==> config.mk <==
export PLATFORM = sky130hd
export DESIGN_NAME = sram_sleep_ctrl
export DESIGN_NICKNAME = d
export VERILOG_FILES = /design/src/rtl/sram_sleep_pkg.sv /design/src/rtl/sram_sleep_sync.sv /design/src/rtl/sram_sleep_cmd_dec.sv /design/src/rtl/sram_sleep_fsm.sv /design/src/rtl/sram_sleep_guard.sv /design/src/rtl/sram_sleep_ctrl.sv
export SDC_FILE = /design/constraint.sdc
export NUM_CORES = 1
export LEC_CHECK = 0
export CORE_AREA = 8 8 45 47
export CTS_CLUSTER_DIAMETER = 60
export CTS_CLUSTER_SIZE = 25
export DETAILED_ROUTE_END_ITERATION = 12
export DIE_AREA = 0 0 53 55
export DONT_BUFFER_PORTS = 1
export PLACE_DENSITY_LB_ADDON = 0.08
export SLEW_MARGIN = 30
export SYNTH_ARGS = -nofsm -noshare
export SYNTH_HDL_FRONTEND = slang
export SYNTH_SLANG_ARGS = --single-unit
==> constraint.sdc <==
create_clock -name clk -period 3.1 [get_ports clk]
set_clock_uncertainty 0.1 [all_clocks]
set_input_delay 0.155 -clock clk [delete_from_list [all_inputs] [get_ports clk]]
set_output_delay 0.155 -clock clk [all_outputs]
set_load 0.05 [all_outputs]
==> src/rtl/sram_sleep_pkg.sv <==
package sram_sleep_pkg;

   typedef enum logic [2:0] {
      SLP_RUN      = 3'd0,
      SLP_ENTER    = 3'd1,
      SLP_ASLEEP   = 3'd2,
      SLP_DROWSY   = 3'd3,
      SLP_RECOVER  = 3'd4
   } slp_state_t;

   function automatic int unsigned slp_max(input int unsigned a, input int unsigned b);
      return (a > b) ? a : b;
   endfunction

endpackage

==> src/rtl/sram_sleep_sync.sv <==
module sram_sleep_sync #(
   parameter int unsigned STAGES = 2
) (
   input  logic clk,
   input  logic rst_n,
   input  logic async_in,
   output logic sync_out
);

   logic [STAGES-1:0] chain_q;

   generate
      if (STAGES < 2) begin : g_bad_stages
         $error("sram_sleep_sync: STAGES must be at least 2");
      end
   endgenerate

   always_ff @(posedge clk or negedge rst_n) begin
      if (!rst_n) chain_q <= '0;
      else        chain_q <= {chain_q[STAGES-2:0], async_in};
   end

   assign sync_out = chain_q[STAGES-1];

endmodule

==> src/rtl/sram_sleep_cmd_dec.sv <==
module sram_sleep_cmd_dec #(
   parameter int unsigned STROBES = 2,
   parameter int unsigned LANES   = 4
) (
   input  logic [STROBES-1:0] cmd_strobe,
   input  logic               wr_global,
   input  logic               wr_enable,
   input  logic [LANES-1:0]   wr_lanes,
   output logic               start_o,
   output logic               write_o
);

   logic [LANES-1:0] lane_hit;

   generate
      for (genvar i = 0; i < LANES; i++) begin : g_lane
         assign lane_hit[i] = wr_enable & wr_lanes[i];
      end
   endgenerate

   assign start_o = |cmd_strobe;
   assign write_o = wr_global | (|lane_hit);

endmodule

==> src/rtl/sram_sleep_fsm.sv <==
module sram_sleep_fsm
   import sram_sleep_pkg::*;
#(
   parameter int unsigned ENTRY_CYCLES   = 2,
   parameter int unsigned RECOVER_CYCLES = 2
) (
   input  logic clk,
   input  logic rst_n,
   input  logic req_s,
   input  logic start_i,
   output logic force_desel_o,
   output logic clk_en_o,
   output logic out_dis_o,
   output logic low_power_o,
   output logic in_window_o
);

   localparam int unsigned MAXV  = slp_max(ENTRY_CYCLES, RECOVER_CYCLES);
   localparam int unsigned CNT_W = (MAXV < 2) ? 1 : $clog2(MAXV);

   slp_state_t       st_q, st_d;
   logic [CNT_W-1:0] cnt_q, cnt_d;

   always_comb begin
      st_d  = st_q;
      cnt_d = cnt_q;
      unique case (st_q)
         SLP_RUN: begin
            if (req_s) begin
               st_d  = SLP_ENTER;
               cnt_d = CNT_W'(ENTRY_CYCLES - 1);
            end
         end
         SLP_ENTER: begin
            if (cnt_q == '0) st_d  = SLP_ASLEEP;
            else             cnt_d = cnt_q - 1'b1;
         end
         SLP_ASLEEP: begin
            if (!req_s) st_d = SLP_DROWSY;
         end
         SLP_DROWSY: begin
            if (req_s) begin
               st_d = SLP_ASLEEP;
            end else if (start_i) begin
               st_d  = SLP_RECOVER;
               cnt_d = CNT_W'(RECOVER_CYCLES - 1);
            end
         end
         SLP_RECOVER: begin
            if (cnt_q == '0) st_d  = SLP_RUN;
            else             cnt_d = cnt_q - 1'b1;
         end
         default: st_d = SLP_RUN;
      endcase
   end

   always_ff @(posedge clk or negedge rst_n) begin
      if (!rst_n) begin
         st_q  <= SLP_RUN;
         cnt_q <= '0;
      end else begin
         st_q  <= st_d;
         cnt_q <= cnt_d;
      end
   end

   logic asleep;
   assign asleep        = (st_q == SLP_ASLEEP) || (st_q == SLP_DROWSY);
   assign in_window_o   = (st_q == SLP_ENTER) || (st_q == SLP_RECOVER);
   assign force_desel_o = (st_q != SLP_RUN);
   assign clk_en_o      = !asleep;
   assign out_dis_o     = asleep;
   assign low_power_o   = asleep;


   sleep_outputs_chk: assert property (@(posedge clk) disable iff (!rst_n)
      low_power_o |-> (!clk_en_o && out_dis_o && force_desel_o));


   entry_window_chk: assert property (@(posedge clk) disable iff (!rst_n)
      (st_q == SLP_RUN && req_s) |=> (in_window_o && force_desel_o && clk_en_o && !low_power_o));


   lazy_exit_chk: assert property (@(posedge clk) disable iff (!rst_n)
      (st_q == SLP_DROWSY && !req_s && !start_i) |=> (st_q == SLP_DROWSY));


   wake_start_chk: assert property (@(posedge clk) disable iff (!rst_n)
      (st_q == SLP_DROWSY && !req_s && start_i) |=> (st_q == SLP_RECOVER && !low_power_o));


   asleep_hold_chk: assert property (@(posedge clk) disable iff (!rst_n)
      (st_q == SLP_ASLEEP && req_s) |=> low_power_o);

endmodule

==> src/rtl/sram_sleep_guard.sv <==
module sram_sleep_guard (
   input  logic clk,
   input  logic rst_n,
   input  logic in_window_i,
   input  logic start_i,
   input  logic write_i,
   output logic flag_o
);

   logic hit;
   assign hit = in_window_i & (start_i | write_i);

   always_ff @(posedge clk or negedge rst_n) begin
      if (!rst_n)   flag_o <= 1'b0;
      else if (hit) flag_o <= 1'b1;
   end


   window_hit_chk: assert property (@(posedge clk) disable iff (!rst_n)
      (in_window_i && (start_i || write_i)) |=> flag_o);


   flag_sticky_chk: assert property (@(posedge clk) disable iff (!rst_n)
      flag_o |=> flag_o);


   quiet_run_chk: assert property (@(posedge clk) disable iff (!rst_n)
      (!in_window_i && !flag_o) |=> !flag_o);

endmodule

==> src/rtl/sram_sleep_ctrl.sv <==
module sram_sleep_ctrl #(
   parameter int unsigned STROBES        = 2,
   parameter int unsigned LANES          = 4,
   parameter int unsigned SYNC_STAGES    = 2,
   parameter int unsigned ENTRY_CYCLES   = 2,
   parameter int unsigned RECOVER_CYCLES = 2
) (
   input  logic               clk,
   input  logic               rst_n,
   input  logic               sleep_req,
   input  logic [STROBES-1:0] cmd_strobe,
   input  logic               wr_global,
   input  logic               wr_enable,
   input  logic [LANES-1:0]   wr_lanes,
   output logic               force_desel,
   output logic               core_clk_en,
   output logic               out_disable,
   output logic               low_power,
   output logic               violation
);

   generate
      if (STROBES < 1)        begin : g_bad_strobes $error("STROBES must be at least 1"); end
      if (LANES < 1)          begin : g_bad_lanes   $error("LANES must be at least 1"); end
      if (ENTRY_CYCLES < 1)   begin : g_bad_entry   $error("ENTRY_CYCLES must be at least 1"); end
      if (RECOVER_CYCLES < 1) begin : g_bad_rec     $error("RECOVER_CYCLES must be at least 1"); end
   endgenerate

   logic req_s, start_w, write_w, in_window_w;

   sram_sleep_sync #(.STAGES(SYNC_STAGES)) u_sync (
      .clk      (clk),
      .rst_n    (rst_n),
      .async_in (sleep_req),
      .sync_out (req_s)
   );

   sram_sleep_cmd_dec #(.STROBES(STROBES), .LANES(LANES)) u_dec (
      .cmd_strobe (cmd_strobe),
      .wr_global  (wr_global),
      .wr_enable  (wr_enable),
      .wr_lanes   (wr_lanes),
      .start_o    (start_w),
      .write_o    (write_w)
   );

   sram_sleep_fsm #(.ENTRY_CYCLES(ENTRY_CYCLES), .RECOVER_CYCLES(RECOVER_CYCLES)) u_fsm (
      .clk           (clk),
      .rst_n         (rst_n),
      .req_s         (req_s),
      .start_i       (start_w),
      .force_desel_o (force_desel),
      .clk_en_o      (core_clk_en),
      .out_dis_o     (out_disable),
      .low_power_o   (low_power),
      .in_window_o   (in_window_w)
   );

   sram_sleep_guard u_guard (
      .clk         (clk),
      .rst_n       (rst_n),
      .in_window_i (in_window_w),
      .start_i     (start_w),
      .write_i     (write_w),
      .flag_o      (violation)
   );


   lane_write_chk: assert property (@(posedge clk) disable iff (!rst_n)
      (in_window_w && !wr_global && !(|cmd_strobe) && !(wr_enable && (|wr_lanes)) && !violation)
      |=> !violation);


   desel_in_window_chk: assert property (@(posedge clk) disable iff (!rst_n)
      in_window_w |-> force_desel);

endmodule

==> impl_metrics.yaml, run 1 <==
status:
  status: "finished clean"
grt:
  grt_usage_pct: 5.21
  grt_pass1_wl_um: 1120
  grt_pass1_vias: 264
  overflow: 0
  antenna_found_initial: 0
  grt_max_degree: 11
routing:
  vias: 258
  drt_first_pass_iters: 4
  antenna_left: 0
  wl_per_cell_um: 13.3
  dr.first_iter.drc_count: 7
  wirelength_um: 729
  avgViaCountPerCell: 4.69
  drc_errors: 0
synthesis:
  synth_compound_area_share_pct: 14.0
  synth.yosys.warnings: 0
  muxShareOfSynthArea_pct: 0
  yosys.area_share.xor_xnor_pct: 2.39
  synth_cell_types: 23
  synth_top_family_by_area: "simple AND/OR/NAND/NOR gates"
  netlist_area_um2: 367
  synthesis.nets: 48
  synth_cells: 37
  synth-adder-area-share_pct: 0
  post_synth.cell_area_avg_um2: 9.91
  synth-simple-area-share_pct: 27.0
  yosysSeqAreaShare_pct: 47.8
  synth-seq-cells: 7
hold_path:
  hp-class: "in -> reg"
critical_path:
  cp.required_ns: 2.84
  cp-end-kind: "primary output"
  criticalPathCategory: "reg -> out"
  cp.arrival_ns: 1.92
  startpoint_type: "flop"
  worstPathMaxFanout: 8
floorplan:
  core_um2: 1380
  start_util_pct: 26.5
  rows: 14
  die_x_um: 53
  dieArea_um2: 2920
  fp.dieH_um: 55
  ioPinCount: 16
timing:
  drv_slew: 0
  tns_ns: 0
  fmax_mhz: 459
  final.period_utilization_pct: 70.3
  worstMarginPinSlew_ns: 0.830
  hold_viol: 0
  fin_crit_ns: 2.18
  slew_headroom_pct: 44.6
  setup_viol: 0
  timing.hold.ws_ns: 0.0969
  rsz0062_at_grt: "no"
clock_network:
  cts_max_level: 1
  clk_pin_slew_worst_paths_ns: 0.05
  clk_latency_ns: 0.24
  cts.sinks: 7
  root_buffer: "clkbuf_4"
  postCtsSetupBuffers: 0
  cts.path.max_buffers: 2
  cts_tree: "yes"
  cts_buffers: 3
power_and_ir_drop:
  power_w: 0.000475
  p_comb_share_pct: 48.6
  power_frac_clock_pct: 16.6
  vdd_drop_max_mv: 0.356
  switching_share_pct: 52.3
  powerDensity_nw_per_um2: 1170
  p_int_w: 0.000226
  leakage_nw: 0.156
  p_switching_w: 0.000248
  p_seq_share_pct: 34.9
placement:
  io_buffers: 0
  place.gp.congestion: 0.689
  place_area_um2: 358
layout:
  area_growth_pct: 10.2
  final_cell_area_um2: 404
  insertedDiodeCount: 0
  drive_gt1_share_pct: 12.8
  fillCellCount: 148
  finalNetCount: 51
job:
  max-cap-violations: 0
[power groups by stage]
| stage | registers (W) | logic, W | clock network [W] |
|---|---|---|---|
| CTS | 0.000166 | 0.000233 | 0.0000829 |
| global placement | 0.000166 | 0.000232 | 0 |
| floorplan | 0.000132 | 0.000269 | 0 |
| finish | 0.000166 | 0.000230 | 0.0000786 |
| detailed placement | 0.000167 | 0.000229 | 0 |
| global route | 0.000175 | 0.000248 | 0.0000876 |
[registers in the layout, summed over array words and instances (netlist names)]
| name | count |
|---|---|
| u_fsm.cnt_q | 1 |
| u_fsm.st_q | 3 |
| u_guard.flag_o | 1 |
| u_sync.chain_q | 2 |
[synthesized netlist by cell type (all sizes together)]
cell    instances  area share (%)
inv             1             1.0
a21oi           1             2.4
nor2            5             5.1
a31o            1             2.4
nand3b          1             2.0
buf             4             7.9
o21ai           2             2.7
nand3           1             1.4
nand2           1             1.0
nor2b           2             5.5
a211oi          2             4.1
o41ai           1             2.4
dfrtp           7              48
or3             2             3.4
nor3            2             2.7
nand2b          1             1.7
xnor2           1             2.4
or2             1             1.7
nand4b          1             2.4
[kinds of logic (layout without fill, tap and decap cells)]
logic type / Yosys count / in the layout
simple gates: 17 / 17
flops: 7 / 7
buf+inv: 5 / 7
compound gates: 7 / 7
xor+xnor: 1 / 1
[final cells by class]
| cell class | count | area, um2 | area share [%] |
|---|---|---|---|
| flip-flops and latches | 7 | 175 | 43.3 |
| inverters | 1 | 3.75 | 0.929 |
| clock buffers | 4 | 26.3 | 6.50 |
| repair buffers | 2 | 20.0 | 4.95 |
| multi-input cells | 25 | 159 | 39.3 |
| well taps | 16 | 20.0 | 4.95 |
[layout by cell type (no fill, tap or decap)]
| cell type | n |
|---|---|
| clkbuf_1 | 1 |
| nor2_1 | 5 |
| nor3_1 | 2 |
| or2_1 | 1 |
| nand3_1 | 1 |
| a211oi_1 | 2 |
| a21oi_2 | 1 |
| dfrtp_1 | 7 |
| dlygate4sd3_1 | 2 |
| nand2b_1 | 1 |
| clkbuf_4 | 3 |
| nor2b_4 | 1 |
| nor2b_1 | 1 |
| inv_1 | 1 |
| a31o_1 | 1 |
| o41ai_1 | 1 |
| nand2_1 | 1 |
| nand3b_1 | 1 |
| xnor2_1 | 1 |
| o21ai_1 | 1 |
| o21ai_0 | 1 |
| nand4b_1 | 1 |
| or3_1 | 2 |
[stage by stage]
step | util [%] | cells | worst slack, ns
5_1_grt | 29.2 | 55 | 0.789
4_1_cts | 29.2 | 55 | 0.889
3_5_place_dp | 25.9 | 49 | 1.15
6_report | 29.2 | 55 | 0.922
2_1_floorplan | - | 37 | 1.19
3_3_place_gp | 25.9 | 49 | 1.18
[routing by layer]
layer / track usage, % / part of all wire, % / vias to the layer above
met5: 0 / 0 / -
met4: 2.59 / 0 / 0
met3: 4.28 / 17 / 0
met2: 7.81 / 45 / 14
met1: 5.08 / 38 / 112
li1: - / - / 132
[what timing repair did]
item                                    in CTS  in global routing
resized for setup                            0                  0
endpoints found under the setup margin       0                  0
hold buffers                                 2                  0
endpoints found under the hold margin        8                  0
[path summary, 6_finish.rpt]
check                      slack, ns  cells past startpoint                end               from
max in group asynchronous       2.52                      1        u_fsm.cnt_q              rst_n
setup reg to reg                1.52                      3        u_fsm.cnt_q      u_fsm.st_q[2]
setup / recovery                0.92                      2          low_power      u_fsm.st_q[2]
hold / removal                   0.1                      3      u_fsm.st_q[0]      cmd_strobe[0]
min in group asynchronous       0.14                      1  u_sync.chain_q[0]              rst_n
hold reg to reg                 0.25                      0  u_sync.chain_q[1]  u_sync.chain_q[0]
[worst max-delay path, cell delays in order (launching register included)]
cell and delay [ns]:
dfrtp_1 0.45, nand2b_1 0.46, inv_1 0.76
No activity file was read; power rests on OpenSTA's default activity.
==> run 2, diff against run 1 <==
Settings changed: ABC_AREA set to 1.
Clock period 3.1 ns to 2.1 ns, I/O delays scaled along.
==> impl_metrics.yaml, run 2 <==
synthesis:
  synthTopCellsByCount: "nand2_1, dfrtp_1, nand4_1, nor2_1, nand3_1"
  synth_cells: 58
  async_reset_ff_share_pct: 100
  synth_cell_types: 16
  synth.yosys.warnings: 0
  yosys.area.top_type_share_pct: 40.8
  yosysSeqAreaShare_pct: 40.8
  synth_ff_type: "dfrtp_1"
  synthTopCellsByArea: "dfrtp_1, nand2_1, nand4_1"
  synthesis.nets: 69
  synth_most_common_cell: "nand2_1"
  synth_edf_count: 0
  post_synth.cell_area_avg_um2: 7.40
  netlist_area_um2: 429
  synth-seq-cells: 7
  synth_top_cell_by_area: "dfrtp_1"
layout:
  fillCellCount: 157
  area_growth_pct: 21.9
  fin_cells: 83
  drive_gt1_share_pct: 19.4
  final_common_cell: "nand2_1"
  reg.largest.list: "u_fsm.st_q: 3 flops, u_sync.chain_q: 2 flops"
  layout_common_cells: "nand2_1, nand4_1, nor2_1, dfrtp_1, nand3_1"
  insertedDiodeCount: 0
  top_register: "u_fsm.st_q"
  finalNetCount: 79
  largest_reg_flops: 3
  fin_util_pct: 37.8
routing:
  antenna_left: 0
  wl_per_cell_um: 11.2
  vias: 404
  drt_first_pass_iters: 2
  dr.first_iter.drc_count: 2
  wirelength_um: 931
  avgViaCountPerCell: 4.87
  drc_errors: 0
clock_network:
  cts.path.max_buffers: 2
  clk_latency_ns: 0.24
  cts_buffers: 3
  root_buffer: "clkbuf_4"
  clk_pin_slew_worst_paths_ns: 0.05
  cts_max_level: 1
  cts.sinks: 7
  cts_tree: "yes"
timing:
  tns_ns: 0
  hold_viol: 0
  setup_viol: 0
  worstMarginPinSlew_ns: 0.483
  final.period_utilization_pct: 73.3
  drv_slew: 0
  timing.hold.ws_ns: 0.0303
  slew_headroom_pct: 67.8
  rsz0062_at_grt: "no"
  fin_crit_ns: 1.54
  fmax_mhz: 649
critical_path:
  cp.arrival_ns: 1.57
  reg2reg_depth: 6
  reg2reg_setup_slack_ns: 0.79
  worstPathMaxFanout: 1
  timing.rr.end: "u_fsm.st_q[1]"
  reg2reg_from: "u_fsm.st_q[0]"
  cp-end-kind: "flop"
  criticalPathCategory: "in -> reg"
  cp.required_ns: 2.13
  startpoint_type: "input pin"
grt:
  antenna_found_initial: 0
  grt_max_degree: 8
  grt_pass1_wl_um: 1630
  grt_usage_pct: 7.59
  overflow: 0
  grt_pass1_vias: 412
power_and_ir_drop:
  vdd_drop_max_mv: 0.637
  p_switching_w: 0.000490
  leakage_nw: 0.252
  p_seq_share_pct: 26.4
  p_int_w: 0.000401
  power_w: 0.000891
  powerDensity_nw_per_um2: 1700
  p_comb_share_pct: 60.7
  switching_share_pct: 55.0
  power_frac_clock_pct: 12.9
status:
  status: "finished clean"
floorplan:
  dieArea_um2: 2920
  fp.dieH_um: 55
  start_util_pct: 31.0
  rows: 14
  ioPinCount: 16
  core_um2: 1380
  die_x_um: 53
hold_path:
  holdPathStages: 3
  worstHoldStart: "wr_lanes[3]"
  min_to: "u_guard.flag_o"
  hp-class: "in -> reg"
placement:
  place.gp.congestion: 0.741
  dpl.cell_count: 75
  dp_hpwl_um: 787
  io_buffers: 0
job:
  max-cap-violations: 0
run 2: cell types whose count changed after synthesis, moves of 2 or more:
cell | previous run | this run
nand2_1 | 1 | 13
nand4_1 | 0 | 7
nand3_1 | 1 | 5
inv_2 | 0 | 3
nor2_2 | 0 | 3
a211oi_1 | 2 | 0
buf_2 | 2 | 0
inv_1 | 1 | 3
nor2_1 | 5 | 7
o21ai_0 | 1 | 3
or3_1 | 2 | 0
run 2: repair_timing:
| item | 4_1_cts | 5_1_grt |
|---|---|---|
| endpoints found under the setup margin | 0 | 0 |
| hold buffers | 4 | 0 |
| gates resized for setup | 0 | 0 |
| hold endpoints to repair | 9 | 0 |
| buffers inserted | 0 | 0 |
run 2: worst max-delay path by stage:
| stage | from | end |
|---|---|---|
| finish | wr_global | u_guard.flag_o |
| global route | wr_global | u_guard.flag_o |
| CTS | wr_global | u_guard.flag_o |
| detailed placement | u_fsm.st_q[0] | u_fsm.st_q[0] |
| global placement | u_fsm.st_q[0] | u_fsm.st_q[2] |
| floorplan | u_fsm.st_q[1] | core_clk_en |
run 2: layer usage:
layer,up-vias,track usage [%],share of wire (%)
li1,215,-,-
met4,0,6.47,0.86
met2,9,12.7,52
met3,2,2.67,8.2
met1,178,7.42,39
met5,-,0,0
run 2: power by group through the flow:
stage / Combinational (W) / Sequential (W) / Clock (W)
final: 0.000541 / 0.000235 / 0.000115
after global routing: 0.000603 / 0.000244 / 0.000133
after CTS: 0.000549 / 0.000235 / 0.000123
after detailed placement: 0.000540 / 0.000237 / 0
after global placement: 0.000551 / 0.000240 / 0
after floorplan: 0.000463 / 0.000225 / 0
run 2: per-stage QoR:
step                cell area, um2  worst slack (ns)
floorplan                      429             0.528
global placement               457             0.728
detailed placement             457             0.778
CTS                            523             0.548
global route                   523             0.488
finish                         523             0.560
run 2: logic make-up after synthesis:
family | Yosys count | synth area share, %
flip-flops | 7 | 40.8
AND/OR/NAND/NOR | 38 | 44.0
AO/OA/AOI/OAI | 6 | 8.16
buffers and inverters | 7 | 7.00
run 2: area by class of cell:
class,instances,area (um2),area share [%]
Multi-Input combinational cell,44,224,42.8
Sequential cell,7,175,33.5
Timing Repair Buffer,6,55.1,10.5
Clock buffer,4,26.3,5.02
Inverter,6,22.5,4.31
Tap cell,16,20.0,3.83
run 2: worst max-delay path, stage by stage:
cell and delay (ns):
dlygate4sd3_1 0.53, nor3_1 0.13, dlygate4sd3_1 0.58, nand3_1 0.06, a21o_1 0.16
==> run 3, diff against run 2 <==
Clock period 2.1 ns to 1.35 ns, I/O delays scaled along.
==> impl_metrics.yaml, run 3 (synthesis results as in run 2) <==
job:
  max-cap-violations: 0
timing:
  final.period_utilization_pct: 97.9
  fmax_mhz: 756
  fin_crit_ns: 1.32
  drv_slew: 0
  worstMarginPinSlew_ns: 0.310
  hold_viol: 0
  tns_ns: 0
  rsz0062_at_grt: "yes"
  slew_headroom_pct: 79.2
  setup_viol: 0
  timing.hold.ws_ns: 0.00982
layout:
  final_cell_area_um2: 699
  insertedDiodeCount: 0
  layout_common_cells: "nand2_1, nand4_1, buf_4"
  drive_gt1_share_pct: 39.5
  reg.largest.list: "u_fsm.st_q: 3 flops, u_sync.chain_q: 2 flops"
  final_common_cell: "nand2_1"
  area_growth_pct: 63.0
  fin_cells: 97
  fillCellCount: 140
  largest_reg_flops: 3
  top_register: "u_fsm.st_q"
  finalNetCount: 93
grt:
  grt_pass1_vias: 472
  grt_usage_pct: 8.80
  grt_max_degree: 8
  antenna_found_initial: 0
  overflow: 0
  grtUsageMet3_pct: 2.67
  met1_usage_pct: 9.13
  met2_usage_pct: 15.2
  grt_pass1_wl_um: 1910
  busiest_layer: "met2"
power_and_ir_drop:
  power_w: 0.00189
  vdd_drop_max_mv: 1.08
  leakage_nw: 0.328
  powerDensity_nw_per_um2: 2700
placement:
  io_buffers: 0
  dp_hpwl_um: 838
  place.gp.congestion: 0.780
  dpl.cell_count: 80
  place_area_um2: 499
routing:
  dr.first_iter.drc_count: 9
  wl_per_cell_um: 12.3
  antenna_left: 0
  drc_errors: 0
  drt_first_pass_iters: 4
  wirelength_um: 1200
  avgViaCountPerCell: 5.00
  vias: 485
critical_path:
  reg2reg_depth: 6
  worstPathMaxFanout: 3
  reg2reg_from: "u_fsm.st_q[2]"
  cp.arrival_ns: 1.35
  criticalPathCategory: "reg -> reg"
  timing.rr.end: "u_fsm.cnt_q"
  cp.required_ns: 1.38
  cp-startpoint: "u_fsm.st_q[2]"
  cp-end-kind: "flop"
  startpoint_type: "flop"
  reg2reg_setup_slack_ns: 0.03
clock_network:
  cts_buffers: 3
  cts.sinks: 7
  root_buffer: "clkbuf_4"
  cts_max_level: 1
  cts.path.max_buffers: 2
  clk_pin_slew_worst_paths_ns: 0.05
  cts_tree: "yes"
  clk_latency_ns: 0.24
floorplan:
  die_x_um: 53
  core_um2: 1380
  rows: 14
  start_util_pct: 31.0
  dieArea_um2: 2920
  fp.dieH_um: 55
  ioPinCount: 16
hold_path:
  hp-class: "in -> reg"
  worstHoldStart: "wr_enable"
  min_to: "u_guard.flag_o"
  holdPathStages: 3
status:
  status: "finished clean"
-- run 3: changes by cell type in the layout (fill, tap and decap cells not counted), sizes merged --
cell	previous run	this run
buf	2	14
dlygate4sd3	4	6
-- run 3: worst max-delay path by stage --
stage          slack, ns             to
2_1_floorplan       0.07    core_clk_en
5_1_grt            -0.04  u_fsm.st_q[0]
3_5_place_dp        0.10  u_fsm.st_q[0]
4_1_cts            0.008      low_power
3_3_place_gp        0.06  u_fsm.st_q[0]
6_report            0.03    u_fsm.cnt_q
-- run 3: final cells by class --
cell class	instances	area (um2)	share of cell area, %
Multi-Input combinational cell	44	243	34.7
Timing Repair Buffer	20	204	29.2
Sequential cell	7	179	25.6
Inverter	6	27.5	3.94
Clock buffer	4	26.3	3.76
Tap cell	16	20.0	2.86
-- run 3: critical path: stages (launching register included) --
cell and delay, ns:
dfrtp_2 0.44, buf_6 0.14, inv_4 0.05, nand3_1 0.11
o21bai_1 0.22, nand4_1 0.09, nand2_1 0.06
-- run 3: power breakdown --
| part | internal (W) | total, W | leakage, nW | switching [W] |
|---|---|---|---|---|
| logic | 0.000584 | 0.00134 | 0.235 | 0.000759 |
| clock network | 0.000112 | 0.000177 | 0.0150 | 0.0000652 |
| registers | 0.000283 | 0.000371 | 0.0772 | 0.0000875 |
-- run 3: per-stage QoR --
stage / util (%) / setup WS (ns)
5_1_grt: 50.5 / -0.0377
2_1_floorplan: - / 0.0692
3_3_place_gp: 36.1 / 0.0564
3_5_place_dp: 36.1 / 0.100
6_report: 50.5 / 0.0281
4_1_cts: 45.2 / 0.00837
-- run 3: metal layers --
metal | wire length (um) | vias up
met4 | 27 | 0
met3 | 60 | 4
met1 | 469 | 221
met5 | 0 | -
li1 | - | 245
met2 | 640 | 15
-- run 3: timing repair --
| action | 4_1_cts | 5_1_grt |
|---|---|---|
| pin swaps | 0 | 6 |
| hold buffers | 6 | 0 |
| setup endpoints to repair | 3 | 8 |
| resized for setup | 5 | 15 |
| setup buffers | 3 | 4 |
| hold endpoints to repair | 9 | 0 |
